### src/rtl/usb_irq_pkg.sv
package usb_irq_pkg;
    typedef enum logic [1:0] {
        SEL_NONE   = 2'd0,
        SEL_ENABLE = 2'd1,
        SEL_FLAG   = 2'd2
    } reg_sel_e;
endpackage

### src/rtl/usb_irq_decode.sv
module usb_irq_decode
    import usb_irq_pkg::*;
#(
    parameter int          ADDR_W      = 5,
    parameter logic [4:0]  ENABLE_ADDR = 5'h04,
    parameter logic [4:0]  FLAG_ADDR   = 5'h05
) (
    input  logic              usb_en,
    input  logic [ADDR_W-1:0] reg_addr,
    input  logic              reg_wr,
    output reg_sel_e          sel,
    output logic              wr_enable,
    output logic              wr_flag
);
    localparam logic [ADDR_W-1:0] EN_A = ADDR_W'(ENABLE_ADDR);
    localparam logic [ADDR_W-1:0] FL_A = ADDR_W'(FLAG_ADDR);

    always_comb begin
        if (!usb_en)               sel = SEL_NONE;
        else if (reg_addr == EN_A) sel = SEL_ENABLE;
        else if (reg_addr == FL_A) sel = SEL_FLAG;
        else                       sel = SEL_NONE;
    end

    always_comb begin
        wr_enable = 1'b0;
        wr_flag   = 1'b0;
        unique case (sel)
            SEL_ENABLE: wr_enable = reg_wr;
            SEL_FLAG:   wr_flag   = reg_wr;
            default:    ;
        endcase
    end
endmodule

### src/rtl/usb_irq_enable_bank.sv
module usb_irq_enable_bank #(
    parameter int DATA_W   = 8,
    parameter int BRST_BIT = 3,
    parameter int HOLD_BIT = 7
) (
    input  logic              clk,
    input  logic              rst_n,
    input  logic              wr,
    input  logic [DATA_W-1:0] wdata,
    input  logic              brst_evt,
    output logic [DATA_W-1:0] en_q
);
    localparam logic [DATA_W-1:0] KEEP_MASK =
        (DATA_W'(1) << BRST_BIT) | (DATA_W'(1) << HOLD_BIT);

    logic [DATA_W-1:0] hw_val;

    // per-bit hardware action on bus reset
    for (genvar b = 0; b < DATA_W; b++) begin : g_bit
        if (b == BRST_BIT) begin : g_force
            assign hw_val[b] = 1'b1;
        end else if (b == HOLD_BIT) begin : g_hold
            assign hw_val[b] = en_q[b];
        end else begin : g_clear
            assign hw_val[b] = 1'b0;
        end
    end

    always_ff @(posedge clk or negedge rst_n) begin
        if (!rst_n)        en_q <= '0;
        else if (brst_evt) en_q <= hw_val;
        else if (wr)       en_q <= wdata;
    end

    AST_BRST_FORCE: assert property (@(posedge clk) disable iff (!rst_n)
        brst_evt |=> en_q[BRST_BIT] && ((en_q & ~KEEP_MASK) == '0));
    AST_BRST_HOLD: assert property (@(posedge clk) disable iff (!rst_n)
        brst_evt |=> en_q[HOLD_BIT] == $past(en_q[HOLD_BIT]));
endmodule

### src/rtl/usb_irq_flag_bank.sv
module usb_irq_flag_bank #(
    parameter int DATA_W = 8
) (
    input  logic              clk,
    input  logic              rst_n,
    input  logic              wr,
    input  logic [DATA_W-1:0] wdata,
    input  logic [DATA_W-1:0] evt,
    output logic [DATA_W-1:0] flag_q
);
    logic [DATA_W-1:0] sw_val;

    assign sw_val = wr ? wdata : flag_q;

    always_ff @(posedge clk or negedge rst_n) begin
        if (!rst_n) flag_q <= '0;
        else        flag_q <= sw_val | evt;
    end

    AST_FLAG_STICKY: assert property (@(posedge clk) disable iff (!rst_n)
        !wr |=> ((flag_q & $past(flag_q)) == $past(flag_q)));
    AST_EVT_SETS: assert property (@(posedge clk) disable iff (!rst_n)
        (evt != '0) |=> ((flag_q & $past(evt)) == $past(evt)));
endmodule

### src/rtl/usb_irq_ctrl.sv
module usb_irq_ctrl
    import usb_irq_pkg::*;
#(
    parameter int         DATA_W      = 8,
    parameter int         ADDR_W      = 5,
    parameter logic [4:0] ENABLE_ADDR = 5'h04,
    parameter logic [4:0] FLAG_ADDR   = 5'h05,
    parameter int         BRST_BIT    = 3,
    parameter int         HOLD_BIT    = 7
) (
    input  logic              clk,
    input  logic              rst_n,
    input  logic              usb_en,
    input  logic [ADDR_W-1:0] reg_addr,
    input  logic              reg_wr,
    input  logic [DATA_W-1:0] reg_wdata,
    output logic [DATA_W-1:0] reg_rdata,
    input  logic [DATA_W-1:0] evt_pulse,
    output logic              irq
);
    reg_sel_e          sel;
    logic              wr_enable;
    logic              wr_flag;
    logic [DATA_W-1:0] en_q;
    logic [DATA_W-1:0] flag_q;

    usb_irq_decode #(
        .ADDR_W(ADDR_W), .ENABLE_ADDR(ENABLE_ADDR), .FLAG_ADDR(FLAG_ADDR)
    ) i_decode (
        .usb_en(usb_en), .reg_addr(reg_addr), .reg_wr(reg_wr),
        .sel(sel), .wr_enable(wr_enable), .wr_flag(wr_flag)
    );

    usb_irq_enable_bank #(
        .DATA_W(DATA_W), .BRST_BIT(BRST_BIT), .HOLD_BIT(HOLD_BIT)
    ) i_enable (
        .clk(clk), .rst_n(rst_n), .wr(wr_enable), .wdata(reg_wdata),
        .brst_evt(evt_pulse[BRST_BIT]), .en_q(en_q)
    );

    usb_irq_flag_bank #(.DATA_W(DATA_W)) i_flag (
        .clk(clk), .rst_n(rst_n), .wr(wr_flag), .wdata(reg_wdata),
        .evt(evt_pulse), .flag_q(flag_q)
    );

    always_comb begin
        reg_rdata = '0;
        unique case (sel)
            SEL_ENABLE: reg_rdata = en_q;
            SEL_FLAG:   reg_rdata = flag_q;
            default:    ;
        endcase
    end

    always_ff @(posedge clk or negedge rst_n) begin
        if (!rst_n) irq <= 1'b0;
        else        irq <= |(flag_q & en_q);
    end

    AST_IRQ_LAG: assert property (@(posedge clk) disable iff (!rst_n)
        1'b1 |=> irq == $past(|(flag_q & en_q)));
    AST_NO_WR_OFF: assert property (@(posedge clk) disable iff (!rst_n)
        (!usb_en && !evt_pulse[BRST_BIT]) |=> $stable(en_q));
    AST_RD_OFF_ZERO: assert property (@(posedge clk) disable iff (!rst_n)
        !usb_en |-> reg_rdata == '0);
endmodule

### config.mk
export PLATFORM = sky130hd
export DESIGN_NAME = usb_irq_ctrl
export DESIGN_NICKNAME = d
export VERILOG_FILES = /design/src/rtl/usb_irq_pkg.sv /design/src/rtl/usb_irq_decode.sv /design/src/rtl/usb_irq_enable_bank.sv /design/src/rtl/usb_irq_flag_bank.sv /design/src/rtl/usb_irq_ctrl.sv
export SDC_FILE = /design/constraint.sdc
export NUM_CORES = 1
export LEC_CHECK = 0
export ABC_AREA = 1
export BUFFER_PORTS_ARGS = -buffer_cell sky130_fd_sc_hd__buf_4
export CAP_MARGIN = 10
export CORE_UTILIZATION = 49
export DETAILED_ROUTE_END_ITERATION = 8
export GPL_ROUTABILITY_DRIVEN = 0
export PLACE_DENSITY = 0.81
export SLEW_MARGIN = 30
export SYNTH_ARGS = -nofsm -noshare
export SYNTH_HDL_FRONTEND = slang
export SYNTH_SLANG_ARGS = --single-unit
### constraint.sdc
create_clock -name clk -period 1 [get_ports clk]
set_input_delay 0.15 -clock clk [delete_from_list [all_inputs] [get_ports clk]]
set_output_delay 0.15 -clock clk [all_outputs]
set_load 0.02 [all_outputs]
==> results of run 1 <==
[synth_stat cells]
| cell type | count |
|---|---|
| dfrtp_1 | 17 |
| nand4_1 | 8 |
| a22o_1 | 1 |
| buf_2 | 3 |
| nand3_1 | 24 |
| or2_2 | 1 |
| nor2_8 | 1 |
| inv_2 | 2 |
| inv_1 | 23 |
| buf_6 | 1 |
| nand3_2 | 1 |
| nand2_2 | 2 |
| clkinv_1 | 1 |
| nand3_4 | 1 |
| nor2_2 | 1 |
| nor2_1 | 2 |
| o22ai_1 | 9 |
| nor2_4 | 2 |
| nand2_1 | 29 |
[per-layer routing]
metal	GRT usage (%)	share of wire [%]	routed length [um]
met2	52.2	53	1730
met5	0	0	0
met3	5.38	8.3	269
met1	32.2	37	1220
met4	10.9	1.2	40
[per-stage QoR]
stage / cells / worst slack [ns] / hold WS [ns] / cell area [um^2] / util, %
global route: 219 / -0.253 / 0.0398 / 1600 / 88.0
detailed placement: 194 / -0.231 / 0.0258 / 1340 / 73.8
CTS: 211 / -0.183 / 0.0461 / 1480 / 81.2
global placement: 194 / -0.205 / 0.0245 / 1340 / 73.8
finish: 219 / -0.242 / 0.0367 / 1600 / 88.0
floorplan: 129 / -0.0856 / -0.146 / 996 / -
[power groups by stage]
stage                     clock network [uW]  registers (uW)  logic [uW]
final                                    406             711         291
after global routing                     420             713         318
after CTS                                386             709         256
after detailed placement                   0             723         237
after global placement                     0             722         230
after floorplan                            0             727        92.4
[sequential cells by signal (all words and copies together), names as in the netlist]
register	count
i_enable.en_q	8
i_flag.flag_q	8
irq	1
[critical path, delay by kind of cell (launching register included)]
family	cells	cell delay, ns
compound gates	1	0.18
flops	1	0.40
buf+inv	2	0.20
[how the worst max path moves through the flow]
| stage | end | startpoint | slack, ns | cells past startpoint |
|---|---|---|---|---|
| 3_5_place_dp | reg_rdata[6] | reg_addr[4] | -0.23 | 7 |
| 5_1_grt | reg_rdata[6] | i_enable.en_q[6] | -0.25 | 3 |
| 2_1_floorplan | reg_rdata[0] | reg_addr[4] | -0.09 | 5 |
| 4_1_cts | reg_rdata[6] | i_enable.en_q[6] | -0.18 | 3 |
| 3_3_place_gp | reg_rdata[7] | reg_addr[4] | -0.21 | 7 |
| 6_report | reg_rdata[6] | i_enable.en_q[6] | -0.24 | 3 |
[timing repair]
| action | CTS | global route |
|---|---|---|
| buffers inserted | 12 | 8 |
| hold buffers | 1 | 0 |
| pin swaps | 7 | 5 |
| cloned | 0 | 0 |
| gates resized for setup | 3 | 24 |
| endpoints found under the hold margin | 17 | 0 |
| endpoints found under the setup margin | 8 | 10 |
[final cells by class]
class / count / area share (%)
Sequential cell: 17 / 26.5
Timing Repair Buffer: 65 / 33.5
Multi-Input combinational cell: 82 / 30.2
Tap cell: 25 / 1.95
Inverter: 26 / 6.09
Clock inverter: 1 / 0.312
Clock buffer: 3 / 1.41
[cell families (layout without fill, tap and decap cells)]
logic type,after synthesis,count (layout)
AND/OR/NAND/NOR,72,72
buffers and inverters,30,95
flip-flops,17,17
AO/OA/AOI/OAI,10,10
==> summary.txt, run 1 <==
Synth
  • Yosys warnings: 0
  • Synth Cell Area: 996 um^2
  • Share of the synthesized area in the top cell type: 42.7%
  • Synth Area in Compound Gates: 6.53%
  • Mux cell area share after synthesis: 0%
  • Synth top area cells: dfrtp_1 43%, nand3_1 12%, nand2_1 11%
  • Proportion of synthesized chip area in sequential cells: 42.7%
  • Cells after Synth: 129
  • Mapped Avg Cell Area: 7.72 um^2
  • Adder-cell area share of the yosys netlist: 0%
  • #FFs+latches synth: 17
  • Cell variety after synth: 19
  • Synth Area in XOR/XNOR: 0%
  • Post-synth top area cell: dfrtp_1
  • Syn nets: 154
  • Main combinational cell family by area after synthesis: simple AND/OR/NAND/NOR gates
  • Simple-gate share of the synthesized area: 38.3%

Power
  • Comb power frac: 20.6%
  • Tot Pwr: 1410 uW
  • Switching Fraction: 29.0%
  • Sequential group share of total power: 50.5%
  • Clk network pwr share: 28.8%
  • P_sw: 408 uW
  • Worst VDD drop: 743 uV
  • Int Pwr: 999 uW
  • Power per cell area: 878 nW/um^2
  • P_leak: 0.000910 uW

Global routing
  • Initial antenna violation count: 0
  • Gr usage total: 28.4%
  • Gr ovfl total: 0
  • Largest net degree at the start of global routing: 19
  • Number of global-route vias before repair: 1021
  • First-pass GRT wire length: 4310 um

Cells and area
  • Most common cell after layout, fill and taps aside: buf_4
  • Most frequent cells in the layout: 54 x buf_4, 28 x nand2_1, 24 x nand3_1
  • Share of cells above drive strength 1: 49.0%
  • Nets@finish: 220
  • Area grow syn2layout: 60.9%
  • Ant. Diodes: 0
  • Filler cell count: 85
  • Multi-input gate area: 484 um^2
  • Register area: 425 um^2

Clock network
  • CTS root buf: clkbuf_4
  • Worst-path clk slew: 0.12 ns
  • TritonCTS Buffers: 3
  • CTS Buffer Depth: 2
  • CTS tree: built
  • Clock sink count: 17
  • Number of H-tree levels: 1
  • Clk_lat worst skew: 0.30 ns

Timing
  • Final period utilization: 124%
  • Final setup viols: 9
  • Sum Neg Setup Slack: -1.56 ns
  • Peak Freq: 805 MHz
  • Tightest Pin Transition: 0.230 ns
  • Final Hold Viols: 0
  • Clock Skews: 0.00694 ns
  • Fin crit period: 1.24 ns
  • RSZ-0062 raised after global routing: true
  • Worst setup margin: -0.242 ns
  • Rel. slew slack: 84.7%
  • Fin. max-slew vios: 0

Worst setup path
  • Critical Path Sink Type: primary output
  • Required time of the critical path: 0.85 ns
  • R2r worst-path depth: 4
  • Crit path DAT: 1.09 ns
  • Slowest cell on crit path: dfrtp_1
  • Startpoint types: flip-flop
  • RR Startpoint: i_enable.en_q[5]
  • Slowest cell delay on critical path: 0.40 ns
  • Worst reg-to-reg setup slack: -0.08 ns
  • CP Max Fanout: 2
  • Crit Path Class: flip-flop to primary output
  • Critical path, cell by cell: inv_2 > o22ai_2 > buf_6
  • Reg2Reg Capture Point: irq

Floorplan
  • # rows: 15
  • Die Area: 2220 um^2
  • Core area: 1820 um^2
  • Die X: 47.1 um
  • Starting Density: 54.7%
  • Chip height: 47.1 um
  • # IOs: 34

Routing
  • Drt first-iter violations: 52
  • Via/cell ratio: 5.44
  • DRT antenna net count: 0
  • Total number of vias: 1192
  • DRC: 0
  • DR pass1 iterations: 5
  • WL/cell: 14.9 um
  • Total Wirelength: 3260 um

Outcome
  • Failing checks: setup timing
  • Outcome: finished with violations

Job
  • Max Cap Viol: 0

Worst hold path
  • Hold depth: 3
  • Worst hold path startpoint: evt_pulse[5]
  • WHS Endpoint: i_flag.flag_q[5]
  • Worst hold path class: input pin to flip-flop

Placed design
  • IO buf count: 33
  • Final HPWL DP: 1720 um
(Power assumes the default switching activity.)
==> run 2: changes to the inputs <==
Settings changed: ABC_AREA 1 to 0, CORE_UTILIZATION 49 to 51, CTS_BUF_LIST set to sky130_fd_sc_hd__clkbuf_4, PLACE_DENSITY 0.81 to 0.84.
==> run 2 against run 1 <==
The run still ends with setup timing left. Critical path depth unchanged. Global-route usage increased by 0.43 points. Worst hold slack improved by 0.067 ns. Clock-buffer cell count increased by 1. Combinational power decreased by 20%. Fmax decreased by 2.1%. Non-clock buffer count decreased by 4. Sequential power decreased by 2%. Total power decreased by 4.6%. Cell count decreased by 18%. Clock power increased by 2%. Setup slack got worse by 0.027 ns. Critical path type unchanged. Critical endpoint is now reg_rdata[1].
==> summary.txt, run 2 <==
Floorplan
  • Core area: 1750 um^2
  • Die Area: 2080 um^2
  • Die X: 45.6 um
  • Starting Density: 55.5%
  • # rows: 15
  • Chip height: 45.6 um
  • # IOs: 34

Synth
  • Adder-cell area share of the yosys netlist: 0%
  • Synth top area cells: dfrtp_1 44%, mux2i_1 24%, nor2_1 9.7%
  • Cells after Synth: 94
  • Post-synth EDFFs: 0
  • Cell variety after synth: 15
  • Simple-gate share of the synthesized area: 24.2%
  • Synth Cell Area: 968 um^2
  • Post-synthesis async set-or-reset flop share: 100%
  • Syn nets: 119
  • Post-synth top area cell: dfrtp_1
  • Synth Area in Compound Gates: 3.10%
  • Mux cell area share after synthesis: 24.9%
  • Proportion of synthesized chip area in sequential cells: 43.9%
  • Yosys warnings: 0
  • Post-synth top flop: dfrtp_1
  • #FFs+latches synth: 17
  • Main combinational cell family by area after synthesis: multiplexers
  • Synth Area in XOR/XNOR: 0%
  • Synth top cells by count: 25 x nor2_1, 23 x mux2i_1, 17 x dfrtp_1, 12 x nand2b_1, 4 x a22oi_1
  • Mapped Avg Cell Area: 10.3 um^2
  • Most frequent cell after synthesis: nor2_1
  • Share of the synthesized area in the top cell type: 43.9%

Power
  • P_sw: 339 uW
  • Comb power frac: 17.4%
  • Clk network pwr share: 30.7%
  • Power per cell area: 895 nW/um^2
  • Switching Fraction: 25.3%
  • Int Pwr: 1000 uW
  • Worst VDD drop: 713 uV
  • Tot Pwr: 1340 uW
  • P_leak: 0.000675 uW
  • Sequential group share of total power: 51.9%

Routing
  • Wl on met1: 1190 um
  • DR pass1 iterations: 4
  • Total Wirelength: 3030 um
  • DRC: 0
  • WL/cell: 16.8 um
  • Via/cell ratio: 5.44
  • Total number of vias: 979
  • Met3 WL: 163 um
  • Uppermost routed layer: met4
  • DRT antenna net count: 0
  • Drt first-iter violations: 31
  • DR WL met2: 1590 um

Worst setup path
  • Crit Path Class: flip-flop to primary output
  • Critical path, cell by cell: mux2i_1 > nor2_1 > buf_4
  • Crit path DAT: 1.12 ns
  • CP Max Fanout: 2
  • Required time of the critical path: 0.85 ns
  • R2r worst-path depth: 4
  • Critical Path Sink Type: primary output
  • Startpoint types: flip-flop
  • Slowest cell delay on critical path: 0.42 ns
  • Crit path launch: i_enable.en_q[1]
  • Slowest cell on crit path: dfrtp_1
  • RR Startpoint: i_enable.en_q[2]

Cells and area
  • Share of cells above drive strength 1: 47.1%
  • Largest regs: i_enable.en_q (8), i_flag.flag_q (8), irq (1)
  • Most common cell after layout, fill and taps aside: buf_4
  • Most frequent cells in the layout: 58 x buf_4, 24 x nor2_1, 23 x mux2i_1
  • Ant. Diodes: 0
  • Area grow syn2layout: 54.9%
  • Nets@finish: 181
  • Post-route insts no fill: 180

Clock network
  • Clock sink count: 17
  • Clk_lat worst skew: 0.29 ns
  • CTS tree: built
  • Worst-path clk slew: 0.11 ns
  • Number of H-tree levels: 1
  • TritonCTS Buffers: 3
  • CTS root buf: clkbuf_4
  • CTS Buffer Depth: 2

Outcome
  • Outcome: finished with violations
  • Failing checks: setup timing

Timing
  • Hold slack: 0.104 ns
  • Tightest Pin Transition: 0.238 ns
  • Clock Skews: 0.0125 ns
  • RSZ-0062 raised after global routing: true
  • Fin crit period: 1.27 ns
  • Final setup viols: 10
  • Worst setup margin: -0.268 ns
  • Peak Freq: 788 MHz
  • Final Hold Viols: 0
  • Final period utilization: 127%
  • Rel. slew slack: 84.0%
  • Fin. max-slew vios: 0

Worst hold path
  • Worst hold path startpoint: reg_wdata[7]
  • Worst hold path class: input pin to flip-flop
  • Hold depth: 2

Job
  • Max Cap Viol: 0

Global routing
  • First-pass GRT wire length: 4150 um
  • Gr ovfl total: 0
  • Initial antenna violation count: 0
  • Largest net degree at the start of global routing: 18
  • Gr usage total: 28.8%
  • Number of global-route vias before repair: 964

Placed design
  • Final HPWL DP: 1770 um
  • Dpl cells: 156
  • IO buf count: 33
-- run 2: cell types whose count changed in the layout (fill, tap and decap cells not counted), moves of 4 or more --
cell	delta
buf_4	+4
buf_6	-8
inv_1	-12
inv_2	-13
mux2i_1	+23
nand2_1	-28
nand2b_1	+12
nand3_1	-24
nand4_1	-6
nor2_1	+22
o22ai_1	-5
o22ai_2	-4
-- run 2: cell type report --
cell class | count | area, um^2
multi-input cells | 73 | 537
repair buffers | 61 | 477
flip-flops and latches | 17 | 425
fillers | 97 | 245
well taps | 25 | 31.3
clock buffers | 4 | 30.0
-- run 2: power groups by stage --
| stage | Sequential (uW) | Combinational (uW) | Clock, uW |
|---|---|---|---|
| after floorplan | 710 | 74.5 | 0 |
| after CTS | 697 | 217 | 405 |
| after detailed placement | 711 | 202 | 0 |
| final | 697 | 233 | 413 |
| after global routing | 697 | 249 | 451 |
| after global placement | 711 | 195 | 0 |
-- run 2: per-stage QoR --
step	instance area, um^2	worst slack, ns	util [%]	setup TNS [ns]
after floorplan	973	0.0177	-	0
after global placement	1290	-0.167	73.8	-3.25
after detailed placement	1290	-0.235	73.8	-4.58
after CTS	1460	-0.219	83.4	-1.57
after global routing	1500	-0.297	85.9	-2.24
final	1500	-0.268	85.9	-1.81
-- run 2: critical path: cells and delay by family, from the launching register on --
family,cells,cell delay [ns]
DFF,1,0.42
muxes,1,0.18
buffers and inverters,1,0.16
and+or+nand+nor,1,0.06
-- run 2: repair_timing --
action	in CTS	in global routing
endpoints found under the hold margin	17	0
setup buffers	16	4
pin swaps	1	3
resized for setup	2	5
hold buffers	1	0
setup endpoints to repair	8	11
cloned	0	0
-- run 2: cells by family after synthesis --
logic type / Yosys count
AOI/OAI and AO/OA: 4
and+or+nand+nor: 45
DFF: 17
buffers and inverters: 4
muxes: 24
-- run 2: path summary, 6_finish.rpt --
check | end | slack, ns
hold / removal | i_enable.en_q[7] | 0.10
max in group asynchronous | i_enable.en_q[3] | 0.54
setup / recovery | reg_rdata[1] | -0.27
setup reg to reg | irq | -0.04
hold reg to reg | irq | 0.64
min in group asynchronous | i_flag.flag_q[4] | 0.25
-- run 2: per-layer routing --
layer / vias to the layer above / global-route usage, %
met3: 10 / 3.57
met1: 470 / 36.8
met5: - / 0
met4: 0 / 10.3
met2: 54 / 49.4
li1: 445 / -
